## config.mk

```make
export PLATFORM = sky130hd
export DESIGN_NAME = ialu_exec
export DESIGN_NICKNAME = d
export VERILOG_FILES = /design/src/rtl/ialu_pkg.sv /design/src/rtl/ialu_decode.sv /design/src/rtl/ialu_arith.sv /design/src/rtl/ialu_logic.sv /design/src/rtl/ialu_shift.sv /design/src/rtl/ialu_exec.sv
export SDC_FILE = /design/constraint.sdc
export NUM_CORES = 2
export LEC_CHECK = 0
export BUFFER_PORTS_ARGS = -buffer_cell sky130_fd_sc_hd__buf_2
export CAP_MARGIN = 20
export CORE_UTILIZATION = 41
export DETAILED_ROUTE_END_ITERATION = 10
export GPL_TIMING_DRIVEN = 0
export SYNTH_ARGS = -nofsm -noshare
export SYNTH_HDL_FRONTEND = slang
export SYNTH_HIERARCHICAL = 1
export SYNTH_SLANG_ARGS = --single-unit
```

## constraint.sdc

```tcl
create_clock -name vclk -period 21.3
set_clock_uncertainty 0.1 [all_clocks]
set_input_delay 4.26 -clock vclk [all_inputs]
set_output_delay 4.26 -clock vclk [all_outputs]
set_load 0.1 [all_outputs]
```

## src/rtl/ialu_pkg.sv

```systemverilog
package ialu_pkg;

   localparam int INSN_W   = 32;
   localparam int REGIDX_W = 5;
   localparam int IMM_W    = 16;
   localparam int CODE_W   = 6;

   typedef enum logic [4:0] {
      K_NONE, K_ADD, K_SUB, K_AND, K_OR, K_XOR, K_NOR, K_XNOR,
      K_CEQ, K_CNE, K_CGT, K_CGE, K_CGTU, K_CGEU,
      K_SLL, K_SRA, K_SRL, K_MUL, K_SXB, K_SXH, K_BAD
   } kind_e;

   typedef enum logic [1:0] {
      IMM_SEXT, IMM_ZEXT, IMM_HIGH
   } imm_e;

   function automatic logic is_arith(input kind_e k);
      return k inside {K_ADD, K_SUB, K_CEQ, K_CNE, K_CGT, K_CGE, K_CGTU, K_CGEU, K_MUL};
   endfunction

   function automatic logic is_shift(input kind_e k);
      return k inside {K_SLL, K_SRA, K_SRL};
   endfunction

endpackage

```

## src/rtl/ialu_decode.sv

```systemverilog
module ialu_decode
   import ialu_pkg::*;
#(
   parameter int DATA_W = 32
) (
   input  logic [INSN_W-1:0]   insn,
   output kind_e               kind,
   output logic                rr_form,
   output logic [DATA_W-1:0]   imm_val,
   output logic [REGIDX_W-1:0] dst_idx,
   output logic                halt_hit
);

   logic [CODE_W-1:0] code;
   imm_e              mode;
   logic [DATA_W-1:0] imm_z;
   logic [DATA_W-1:0] imm_s;

   assign code    = insn[INSN_W-1 -: CODE_W];
   assign rr_form = insn[INSN_W-1];

   always_comb begin
      kind = K_NONE;
      case (code)
         6'd0,  6'd32: kind = K_SRL;
         6'd1,  6'd33: kind = K_NOR;
         6'd2,  6'd34: kind = K_MUL;
         6'd5,  6'd37: kind = K_SRA;
         6'd6,  6'd38: kind = K_XOR;
         6'd8,  6'd40: kind = K_AND;
         6'd9,  6'd41: kind = K_XNOR;
         6'd13, 6'd45: kind = K_ADD;
         6'd14, 6'd46: kind = K_OR;
         6'd15, 6'd47: kind = K_SLL;
         6'd24:        kind = K_AND;
         6'd30:        kind = K_OR;
         6'd25, 6'd57: kind = K_CEQ;
         6'd26, 6'd58: kind = K_CGT;
         6'd27, 6'd59: kind = K_CGE;
         6'd28, 6'd60: kind = K_CGEU;
         6'd29, 6'd61: kind = K_CGTU;
         6'd31, 6'd63: kind = K_CNE;
         6'd50:        kind = K_SUB;
         6'd44:        kind = K_SXB;
         6'd55:        kind = K_SXH;
         6'd39, 6'd42, 6'd53: kind = K_BAD;
         default:      kind = K_NONE;
      endcase
   end

   always_comb begin
      if (code == 6'd24 || code == 6'd30) begin
         mode = IMM_HIGH;
      end else if (kind inside {K_ADD, K_MUL, K_CEQ, K_CNE, K_CGT, K_CGE}) begin
         mode = IMM_SEXT;
      end else begin
         mode = IMM_ZEXT;
      end
   end

   assign imm_z = DATA_W'(insn[IMM_W-1:0]);
   assign imm_s = DATA_W'($signed(insn[IMM_W-1:0]));

   always_comb begin
      case (mode)
         IMM_SEXT: imm_val = imm_s;
         IMM_HIGH: imm_val = imm_z << IMM_W;
         default:  imm_val = imm_z;
      endcase
   end

   assign dst_idx  = rr_form ? insn[15:11] : insn[20:16];
   assign halt_hit = (code == 6'd40) && (insn[25:11] == '0);

endmodule

```

## src/rtl/ialu_arith.sv

```systemverilog
module ialu_arith
   import ialu_pkg::*;
#(
   parameter int DATA_W  = 32,
   parameter bit HAS_MUL = 1'b1
) (
   input  kind_e             kind,
   input  logic [DATA_W-1:0] op_a,
   input  logic [DATA_W-1:0] op_b,
   output logic [DATA_W-1:0] res
);

   logic [DATA_W-1:0] sum;
   logic [DATA_W-1:0] diff;
   logic [DATA_W-1:0] prod;
   logic              eq;
   logic              gt_s;
   logic              gt_u;
   logic              flag;

   assign sum  = op_a + op_b;
   assign diff = op_a - op_b;
   assign eq   = (op_a == op_b);
   assign gt_s = $signed(op_a) > $signed(op_b);
   assign gt_u = op_a > op_b;

   generate
      if (HAS_MUL) begin : g_mul
         assign prod = op_a * op_b;
      end else begin : g_no_mul
         assign prod = '0;
      end
   endgenerate

   always_comb begin
      case (kind)
         K_CEQ:   flag = eq;
         K_CNE:   flag = !eq;
         K_CGT:   flag = gt_s;
         K_CGE:   flag = gt_s | eq;
         K_CGTU:  flag = gt_u;
         K_CGEU:  flag = gt_u | eq;
         default: flag = 1'b0;
      endcase
   end

   always_comb begin
      case (kind)
         K_ADD:   res = sum;
         K_SUB:   res = diff;
         K_MUL:   res = prod;
         default: res = DATA_W'(flag);
      endcase
   end

endmodule

```

## src/rtl/ialu_logic.sv

```systemverilog
module ialu_logic
   import ialu_pkg::*;
#(
   parameter int DATA_W = 32
) (
   input  kind_e             kind,
   input  logic [DATA_W-1:0] op_a,
   input  logic [DATA_W-1:0] op_b,
   output logic [DATA_W-1:0] res
);

   localparam int BYTE_W = 8;
   localparam int HALF_W = 16;

   logic [DATA_W-1:0] ext_b;
   logic [DATA_W-1:0] ext_h;

   assign ext_b = DATA_W'($signed(op_a[BYTE_W-1:0]));
   assign ext_h = DATA_W'($signed(op_a[HALF_W-1:0]));

   always_comb begin
      case (kind)
         K_AND:   res = op_a & op_b;
         K_OR:    res = op_a | op_b;
         K_XOR:   res = op_a ^ op_b;
         K_NOR:   res = ~(op_a | op_b);
         K_XNOR:  res = ~(op_a ^ op_b);
         K_SXB:   res = ext_b;
         K_SXH:   res = ext_h;
         default: res = '0;
      endcase
   end

endmodule

```

## src/rtl/ialu_shift.sv

```systemverilog
module ialu_shift
   import ialu_pkg::*;
#(
   parameter int DATA_W    = 32,
   parameter bit HAS_SHIFT = 1'b1,
   localparam int SHW      = $clog2(DATA_W)
) (
   input  kind_e             kind,
   input  logic [DATA_W-1:0] op_a,
   input  logic [SHW-1:0]    amount,
   output logic [DATA_W-1:0] res
);

   generate
      if (HAS_SHIFT) begin : g_barrel
         always_comb begin
            case (kind)
               K_SLL:   res = op_a << amount;
               K_SRA:   res = DATA_W'($signed(op_a) >>> amount);
               K_SRL:   res = op_a >> amount;
               default: res = '0;
            endcase
         end
      end else begin : g_single
         // Only a one-position right step exists; other amounts trap upstream.
         always_comb begin
            case (kind)
               K_SRA:   res = {op_a[DATA_W-1], op_a[DATA_W-1:1]};
               K_SRL:   res = {1'b0, op_a[DATA_W-1:1]};
               default: res = '0;
            endcase
         end
      end
   endgenerate

endmodule

```

## src/rtl/ialu_exec.sv

```systemverilog
module ialu_exec
   import ialu_pkg::*;
#(
   parameter int DATA_W    = 32,
   parameter bit HAS_MUL   = 1'b1,
   parameter bit HAS_SHIFT = 1'b1,
   parameter bit HAS_SEXT  = 1'b1
) (
   input  logic [31:0]       insn,
   input  logic [DATA_W-1:0] src_a,
   input  logic [DATA_W-1:0] src_b,
   output logic [DATA_W-1:0] result,
   output logic              dst_sel,
   output logic [4:0]        dst_reg,
   output logic              wr_en,
   output logic              illegal,
   output logic              halt
);

   localparam int SHW = $clog2(DATA_W);

   generate
      if (DATA_W < INSN_W) begin : g_chk_w
         $error("ialu_exec: DATA_W must be at least 32");
      end
      if ((1 << SHW) != DATA_W) begin : g_chk_p2
         $error("ialu_exec: DATA_W must be a power of two");
      end
   endgenerate

   kind_e             kind;
   logic              rr_form;
   logic [DATA_W-1:0] imm_val;
   logic [DATA_W-1:0] op_b;
   logic [SHW-1:0]    amount;
   logic              halt_hit;
   logic [DATA_W-1:0] r_arith;
   logic [DATA_W-1:0] r_logic;
   logic [DATA_W-1:0] r_shift;
   logic              trap;

   ialu_decode #(.DATA_W(DATA_W)) u_dec (
      .insn     (insn),
      .kind     (kind),
      .rr_form  (rr_form),
      .imm_val  (imm_val),
      .dst_idx  (dst_reg),
      .halt_hit (halt_hit)
   );

   assign op_b   = rr_form ? src_b : imm_val;
   assign amount = rr_form ? src_b[SHW-1:0] : insn[SHW-1:0];

   ialu_arith #(.DATA_W(DATA_W), .HAS_MUL(HAS_MUL)) u_arith (
      .kind (kind),
      .op_a (src_a),
      .op_b (op_b),
      .res  (r_arith)
   );

   ialu_logic #(.DATA_W(DATA_W)) u_logic (
      .kind (kind),
      .op_a (src_a),
      .op_b (op_b),
      .res  (r_logic)
   );

   ialu_shift #(.DATA_W(DATA_W), .HAS_SHIFT(HAS_SHIFT)) u_shift (
      .kind   (kind),
      .op_a   (src_a),
      .amount (amount),
      .res    (r_shift)
   );

   always_comb begin
      trap = 1'b0;
      case (kind)
         K_BAD:        trap = 1'b1;
         K_MUL:        trap = !HAS_MUL;
         K_SXB, K_SXH: trap = !HAS_SEXT;
         K_SLL:        trap = !HAS_SHIFT;
         K_SRA, K_SRL: trap = !HAS_SHIFT && (amount != SHW'(1));
         default:      trap = 1'b0;
      endcase
   end

   always_comb begin
      if (is_arith(kind))      result = r_arith;
      else if (is_shift(kind)) result = r_shift;
      else                     result = r_logic;
   end

   assign dst_sel = rr_form;
   assign illegal = trap;
   assign halt    = halt_hit;
   assign wr_en   = (kind != K_NONE) && !trap && !halt_hit;

endmodule

```

* Word-level counts from Yosys, hierarchy flattened
Memory sizes are Yosys's and may differ from the RTL's. Index checks and enable logic that the tools add are counted.
Operators by class: $mul 1, multiplexer cells 13, bitwise logic cells 7, reductions and logical operators 13, $lt $le $gt $ge 2, $add $sub $neg 2, shift-type cells 3, equality and inequality tests 25
Operator list (count):
- $pmux 32 s7 | 1
- $pmux 32 s3 | 2
- $mux 32 | 3
- $gt 32x32->1 | 2
- $not 32->32 | 2
- $pmux 32 s2 | 1
- $eq 5x4->1 const B | 8
- $add 32x32->32 | 1
- $and 32x32->32 | 1
- $eq 32x32->1 | 1
- $mul 32x32->32 | 1
- $or 32x32->32 | 1
- $shl 32x5->32 | 1
- $shr 32x5->32 | 1
- $sshr 32x5->32 | 1
- $sub 32x32->32 | 1
- $xor 32x32->32 | 1
- $eq 5x5->1 const B | 5
- $eq 5x3->1 const B | 4
- $logic_not 15->1 | 1
- $eq 6x5->1 const B | 2
- $eq 5x2->1 const B | 2
- $mux 5 | 2
- $reduce_bool 9->1 | 1
- other kinds (14) | 20
Word-level totals: memories 1, output and inout bits 41, logic and storage cells 67, bits in registers 0, input port bits 96, memory bits (read-only) 320
Memories:
- (name not given) | depth 64, width 5, read ports 1, clocked after Yosys merged registers in 0, wr ports 0, line ialu_decode.sv:24 | case (code)

* Logic depth before layout (Yosys ltp)
An unclocked memory read counts as a cell.
depth in word-level cells 13, depth in mapped cells 36, gate-level depth less buffers 34

* Cells and area by module
Netlist, hierarchy kept.
Modules (own cells, without submodules):
- ialu_arith | instances 1, area an instance 19496.2 sq um, sequential area each 0.0 sq um, cells each 2310
- ialu_shift | instances 1, area an instance 4250.3 sq um, sequential area each 0.0 sq um, cells each 476
- ialu_logic | instances 1, area an instance 2321.0 sq um, sequential area each 0.0 sq um, cells each 301
- ialu_exec | instances 1, area an instance 1277.5 sq um, sequential area each 0.0 sq um, cells each 140
- ialu_decode | instances 1, area an instance 1154.9 sq um, sequential area each 0.0 sq um, cells each 144

* Worst setup path after synthesis
OpenSTA, ideal clock, no wires.
path type input port to output port, from input insn[26], to output result[30], stages 35, buffers on the path 3, data required time 16.940 ns, arrival 12.734 ns, slack 4.206 ns, cell sequence inv_1 -> ha_1 -> nand2_1 -> a211oi_2 -> clkbuf_1 -> nor2b_1 -> inv_1 -> o21ai_0 -> clkbuf_1 -> clkbuf_1 -> and2_1 -> fa_1 -> inv_1 -> fa_1 -> fa_1 -> fa_1 -> inv_1 -> fa_1 -> inv_1 -> fa_1 -> inv_1 -> fa_1 -> fa_1 -> ha_1 -> and3_1 -> and2_1 -> a221oi_1 -> nand3b_1 -> o41a_1 -> a31oi_1 -> a211o_1 -> a21oi_1 -> xor2_1 -> o22ai_1 -> mux2_2
On the way: elaborated cells on any way between the ends 45, classes of those cells add/sub: 2; mul: 1; eq/ne: 22; mux: 9; bitwise: 5; reduce/logical: 5; memory: 1
RTL lines:
- start, declared | line ialu_exec.sv:9 | input logic [31:0] insn,
- $mem_v2 64x5
- $eq 5x1->1, or another cell as far along | line ialu_decode.sv:54 | end else if (kind inside {K_ADD, K_MUL, K_CEQ, K_CNE, K_CGT, K_CGE}) begin
- $reduce_bool 6->1 | line ialu_decode.sv:54
- $mux 1 | line ialu_decode.sv:54
- $mux 2 (*) | line ialu_decode.sv:52 | if (code == 6'd24 || code == 6'd30) begin
- $eq 2x2->1 / $logic_not 2->1 (equally long branches) | line ialu_decode.sv:65 | case (mode)
- $pmux 32 s2 (*) | line ialu_decode.sv:65
- via imm_val[2] | line ialu_exec.sv:33 | logic [DATA_W-1:0] imm_val;
- $mux 32 (*) | line ialu_exec.sv:51 | assign op_b = rr_form ? src_b : imm_val;
- via op_b[2] | line ialu_exec.sv:34 | logic [DATA_W-1:0] op_b;
- $mul 32x32->32, or another cell as far along | line ialu_arith.sv:29 | assign prod = op_a * op_b;
- $pmux 32 s3 (*) | line ialu_arith.sv:48 | case (kind)
- via r_arith[30] | line ialu_exec.sv:37 | logic [DATA_W-1:0] r_arith;
- $mux 32 (*) | line ialu_exec.sv:88 | if (is_arith(kind)) result = r_arith;
- end, declared | line ialu_exec.sv:12 | output logic [DATA_W-1:0] result,
Mark *: on every way through the listed nets, which the timed path passes. The rest lies on a longest branch.

* Worst setup path after layout
from input insn[26], to output result[31]
The elaborated chain is that of the path after synthesis.

==> flow_summary.html <==
<table>
<tr><th>Metric</th><th>Value</th></tr>
<tr><th colspan="2">Status</th></tr>
<tr><td>Outcome</td><td>finished clean</td></tr>
<tr><th colspan="2">Timing</th></tr>
<tr><td>Tightest Pin Transition</td><td>1.18 ns</td></tr>
<tr><td>Rel. slew slack</td><td>0.216</td></tr>
<tr><td>Unrepaired setup endpoints after global routing</td><td>false</td></tr>
<tr><td>Number of endpoints with negative hold slack in the final report</td><td>0</td></tr>
<tr><td>Clock period minus worst slack</td><td>~20 ns</td></tr>
<tr><td>Ratio of final minimum period to clock period</td><td>0.945</td></tr>
<tr><td>Endpoints failing setup</td><td>0</td></tr>
<tr><td>Sum Neg Setup Slack</td><td>0 ns</td></tr>
<tr><td>Final-report max-slew violation count</td><td>0</td></tr>
<tr><td>Max Fclk</td><td>around 0.050 GHz</td></tr>
<tr><th colspan="2">Final layout</th></tr>
<tr><td>Sequential cell area in the final layout</td><td>0 um2</td></tr>
<tr><td># clk buffers</td><td>0</td></tr>
<tr><td>Area growth, synth to finish</td><td>6.85%</td></tr>
<tr><td>Layout cells sized above 1</td><td>0.135</td></tr>
<tr><td>Number of fill cells</td><td>around 7000</td></tr>
<tr><td>Layout net count</td><td>around 4300</td></tr>
<tr><td>Seq cells</td><td>0</td></tr>
<tr><th colspan="2">Die</th></tr>
<tr><td>Horiz. Die Dim</td><td>266 um</td></tr>
<tr><td>Area enclosed by the die boundary</td><td>70600 um2</td></tr>
<tr><td>Number of cell rows</td><td>96</td></tr>
<tr><td>Die Y-Extent</td><td>~270 um</td></tr>
<tr><td>Boundary pin count</td><td>around 140</td></tr>
<tr><td>Area inside the core boundary</td><td>68700 um2</td></tr>
<tr><td>Effective utilization at floorplan</td><td>0.415</td></tr>
<tr><th colspan="2">Yosys</th></tr>
<tr><td>Syn Area/Cell</td><td>around 8.5 um2</td></tr>
<tr><td>Warning count from the yosys run</td><td>6</td></tr>
<tr><td>Share of synthesized area occupied by flip-flops and latches</td><td>0</td></tr>
<tr><td>Post-synth design cell area</td><td>around 28000 um2</td></tr>
<tr><td>Synthesized instance count</td><td>~3400</td></tr>
<tr><td>Number of distinct library cells after synthesis</td><td>115</td></tr>
<tr><td>Syn Nets</td><td>4134</td></tr>
<tr><th colspan="2">Setup path</th></tr>
<tr><td>Slowest cell delay on critical path</td><td>about 0.93 ns</td></tr>
<tr><td>Data arrival time of the critical path</td><td>between 15 and 20 ns</td></tr>
<tr><td>Number of stages on the worst setup path</td><td>35</td></tr>
<tr><td>Required time worst endpoint</td><td>16.94 ns</td></tr>
<tr><td>Kind of capture point of the worst setup path</td><td>output pin</td></tr>
<tr><td>Slowest stage cell, crit path</td><td>clkbuf_1</td></tr>
<tr><td>Count of buffer and inverter cells on the critical path</td><td>10</td></tr>
<tr><td>Startpoint class of the critical path</td><td>primary input</td></tr>
<tr><td>Critical path class</td><td>in2out</td></tr>
<tr><td>Maximum fanout along the worst path</td><td>11</td></tr>
<tr><td>Worst path top cell family by delay</td><td>adder cells</td></tr>
<tr><td>Cell type with the highest occurrence count on the critical path</td><td>fa_1</td></tr>
<tr><th colspan="2">Place</th></tr>
<tr><td>GPL Wtd Cong</td><td>around 1.0</td></tr>
<tr><td>IO buf count</td><td>roughly 140</td></tr>
<tr><td>DP HPWL</td><td>around 100000 um</td></tr>
<tr><th colspan="2">Worst hold path</th></tr>
<tr><td>WHS Endpoint</td><td>dst_sel</td></tr>
<tr><td>Type of the most critical hold path</td><td>in2out</td></tr>
<tr><td>Critical hold path startpoint</td><td>insn[31]</td></tr>
<tr><td>Instance count along the most critical hold path</td><td>2</td></tr>
<tr><th colspan="2">Flow run</th></tr>
<tr><td>MaxCap Viol Count</td><td>0</td></tr>
<tr><th colspan="2">Clock network</th></tr>
<tr><td>Post-cts gate resize count</td><td>0</td></tr>
<tr><td>Hold-fix buffer count after cts</td><td>0</td></tr>
<tr><td>Setup bufs post-CTS</td><td>0</td></tr>
<tr><th colspan="2">Global route</th></tr>
<tr><td>Residual overflow from global routing</td><td>0</td></tr>
<tr><td>First-pass GRT wire length</td><td>between 150000 and 200000 um</td></tr>
<tr><td>Number of antenna violations at the first check in global routing</td><td>12</td></tr>
<tr><td>Via count of the first global-routing pass</td><td>around 27000</td></tr>
<tr><td>Global-route total usage across every layer</td><td>0.348</td></tr>
<tr><td>Largest net degree at the start of global routing</td><td>25</td></tr>
<tr><th colspan="2">Routing</th></tr>
<tr><td>DR WL/cell</td><td>27.8 um</td></tr>
<tr><td>Remaining antenna violation count</td><td>0</td></tr>
<tr><td>Overall via count from detail_route</td><td>roughly 27000</td></tr>
<tr><td>DRT Pass-1 Iters</td><td>8</td></tr>
<tr><td>Number of DRC markers in iteration 0</td><td>about 3300</td></tr>
<tr><td>Mean number of vias per cell</td><td>6.03</td></tr>
<tr><td>Post-detailed-routing wire length</td><td>124000 um</td></tr>
<tr><td>DRC errors left</td><td>0</td></tr>
</table>
-- final cells by class --
cell class                      count  area (um2)  area share
Tap cell                          931        1160      0.0383
Timing Repair Buffer              143         754      0.0248
Buffer                            228        1200      0.0393
Antenna cell                        5        12.5    0.000411
Inverter                          529        1990      0.0652
Multi-Input combinational cell   2614       25300       0.832
-- kinds of logic (layout without fill, tap and decap cells) --
logic type                 Yosys count  count (layout)  synth area share
other                                0               5                 0
muxes                              274             274             0.132
AOI/OAI and AO/OA                  582             582             0.150
adders and majority gates          667             667             0.401
and+or+nand+nor                   1005            1005             0.179
buffers and inverters              757             900             0.112
xor gates and xnor gates            86              86            0.0264
-- per-layer routing --
| metal | GRT usage | routed length [um] | part of all wire |
|---|---|---|---|
| met1 | 0.463 | 49700 | 0.40 |
| met2 | 0.541 | 53900 | 0.44 |
| met3 | 0.0693 | 13100 | 0.11 |
| met4 | 0.164 | 7010 | 0.057 |
| met5 | 0 | 50 | 0.00040 |
-- metrics by stage --
step / hold WS (ns) / cells / worst slack [ns] / area [um2] / util
6_report: 8.81 / 4450 / 1.17 / 30500 / 0.443
5_1_grt: 8.82 / 4446 / 0.961 / 30400 / 0.443
4_1_cts: 8.81 / 4444 / 1.32 / 30400 / 0.443
3_5_place_dp: 8.81 / 4444 / 1.32 / 30400 / 0.443
3_3_place_gp: 8.81 / 4438 / 1.17 / 30300 / 0.442
2_1_floorplan: 8.63 / 3371 / 4.21 / 28500 / -
-- cells in the final DEF, fill, tap and decap left out, types with 66 or more instances in the layout --
cell type / netlist / routed
mux2i_1: 91 / 91
mux2_2: 105 / 105
ha_1: 257 / 257
buf_2: 38 / 176
nor2_1: 171 / 170
clkbuf_1: 141 / 141
nand2_1: 325 / 325
a21oi_1: 138 / 138
inv_1: 523 / 523
xnor2_1: 66 / 66
fa_1: 410 / 410
and2_1: 294 / 294
-- cell usage after synthesis, drive strengths merged, types with 18 or more instances --
cell    instances  area, um2
inv           527       1980
fa            410       8210
nand2         327       1240
and2          295       1850
ha            257       3220
nor2          174        666
a21oi         158        873
clkbuf        143        544
mux2          116       1310
mux2i          91        911
buf            85        653
o21ai          75        379
mux4           67       1540
xnor2          66        578
nor3           40        205
o22ai          39        250
o211ai         36        339
a211o          33        289
nor2b          31        194
a21o           29        219
nand3          29        150
nand2b         26        170
a221oi         22        205
xor2           20        175
o21bai         19        143
a211oi         18        145
-- worst max-delay path by stage --
stage | slack, ns | start | to
global placement | 1.17 | insn[26] | result[30]
detailed placement | 1.32 | insn[26] | result[30]
floorplan | 4.21 | insn[26] | result[30]
CTS | 1.32 | insn[26] | result[30]
finish | 1.17 | insn[26] | result[31]
global route | 0.96 | insn[26] | result[30]
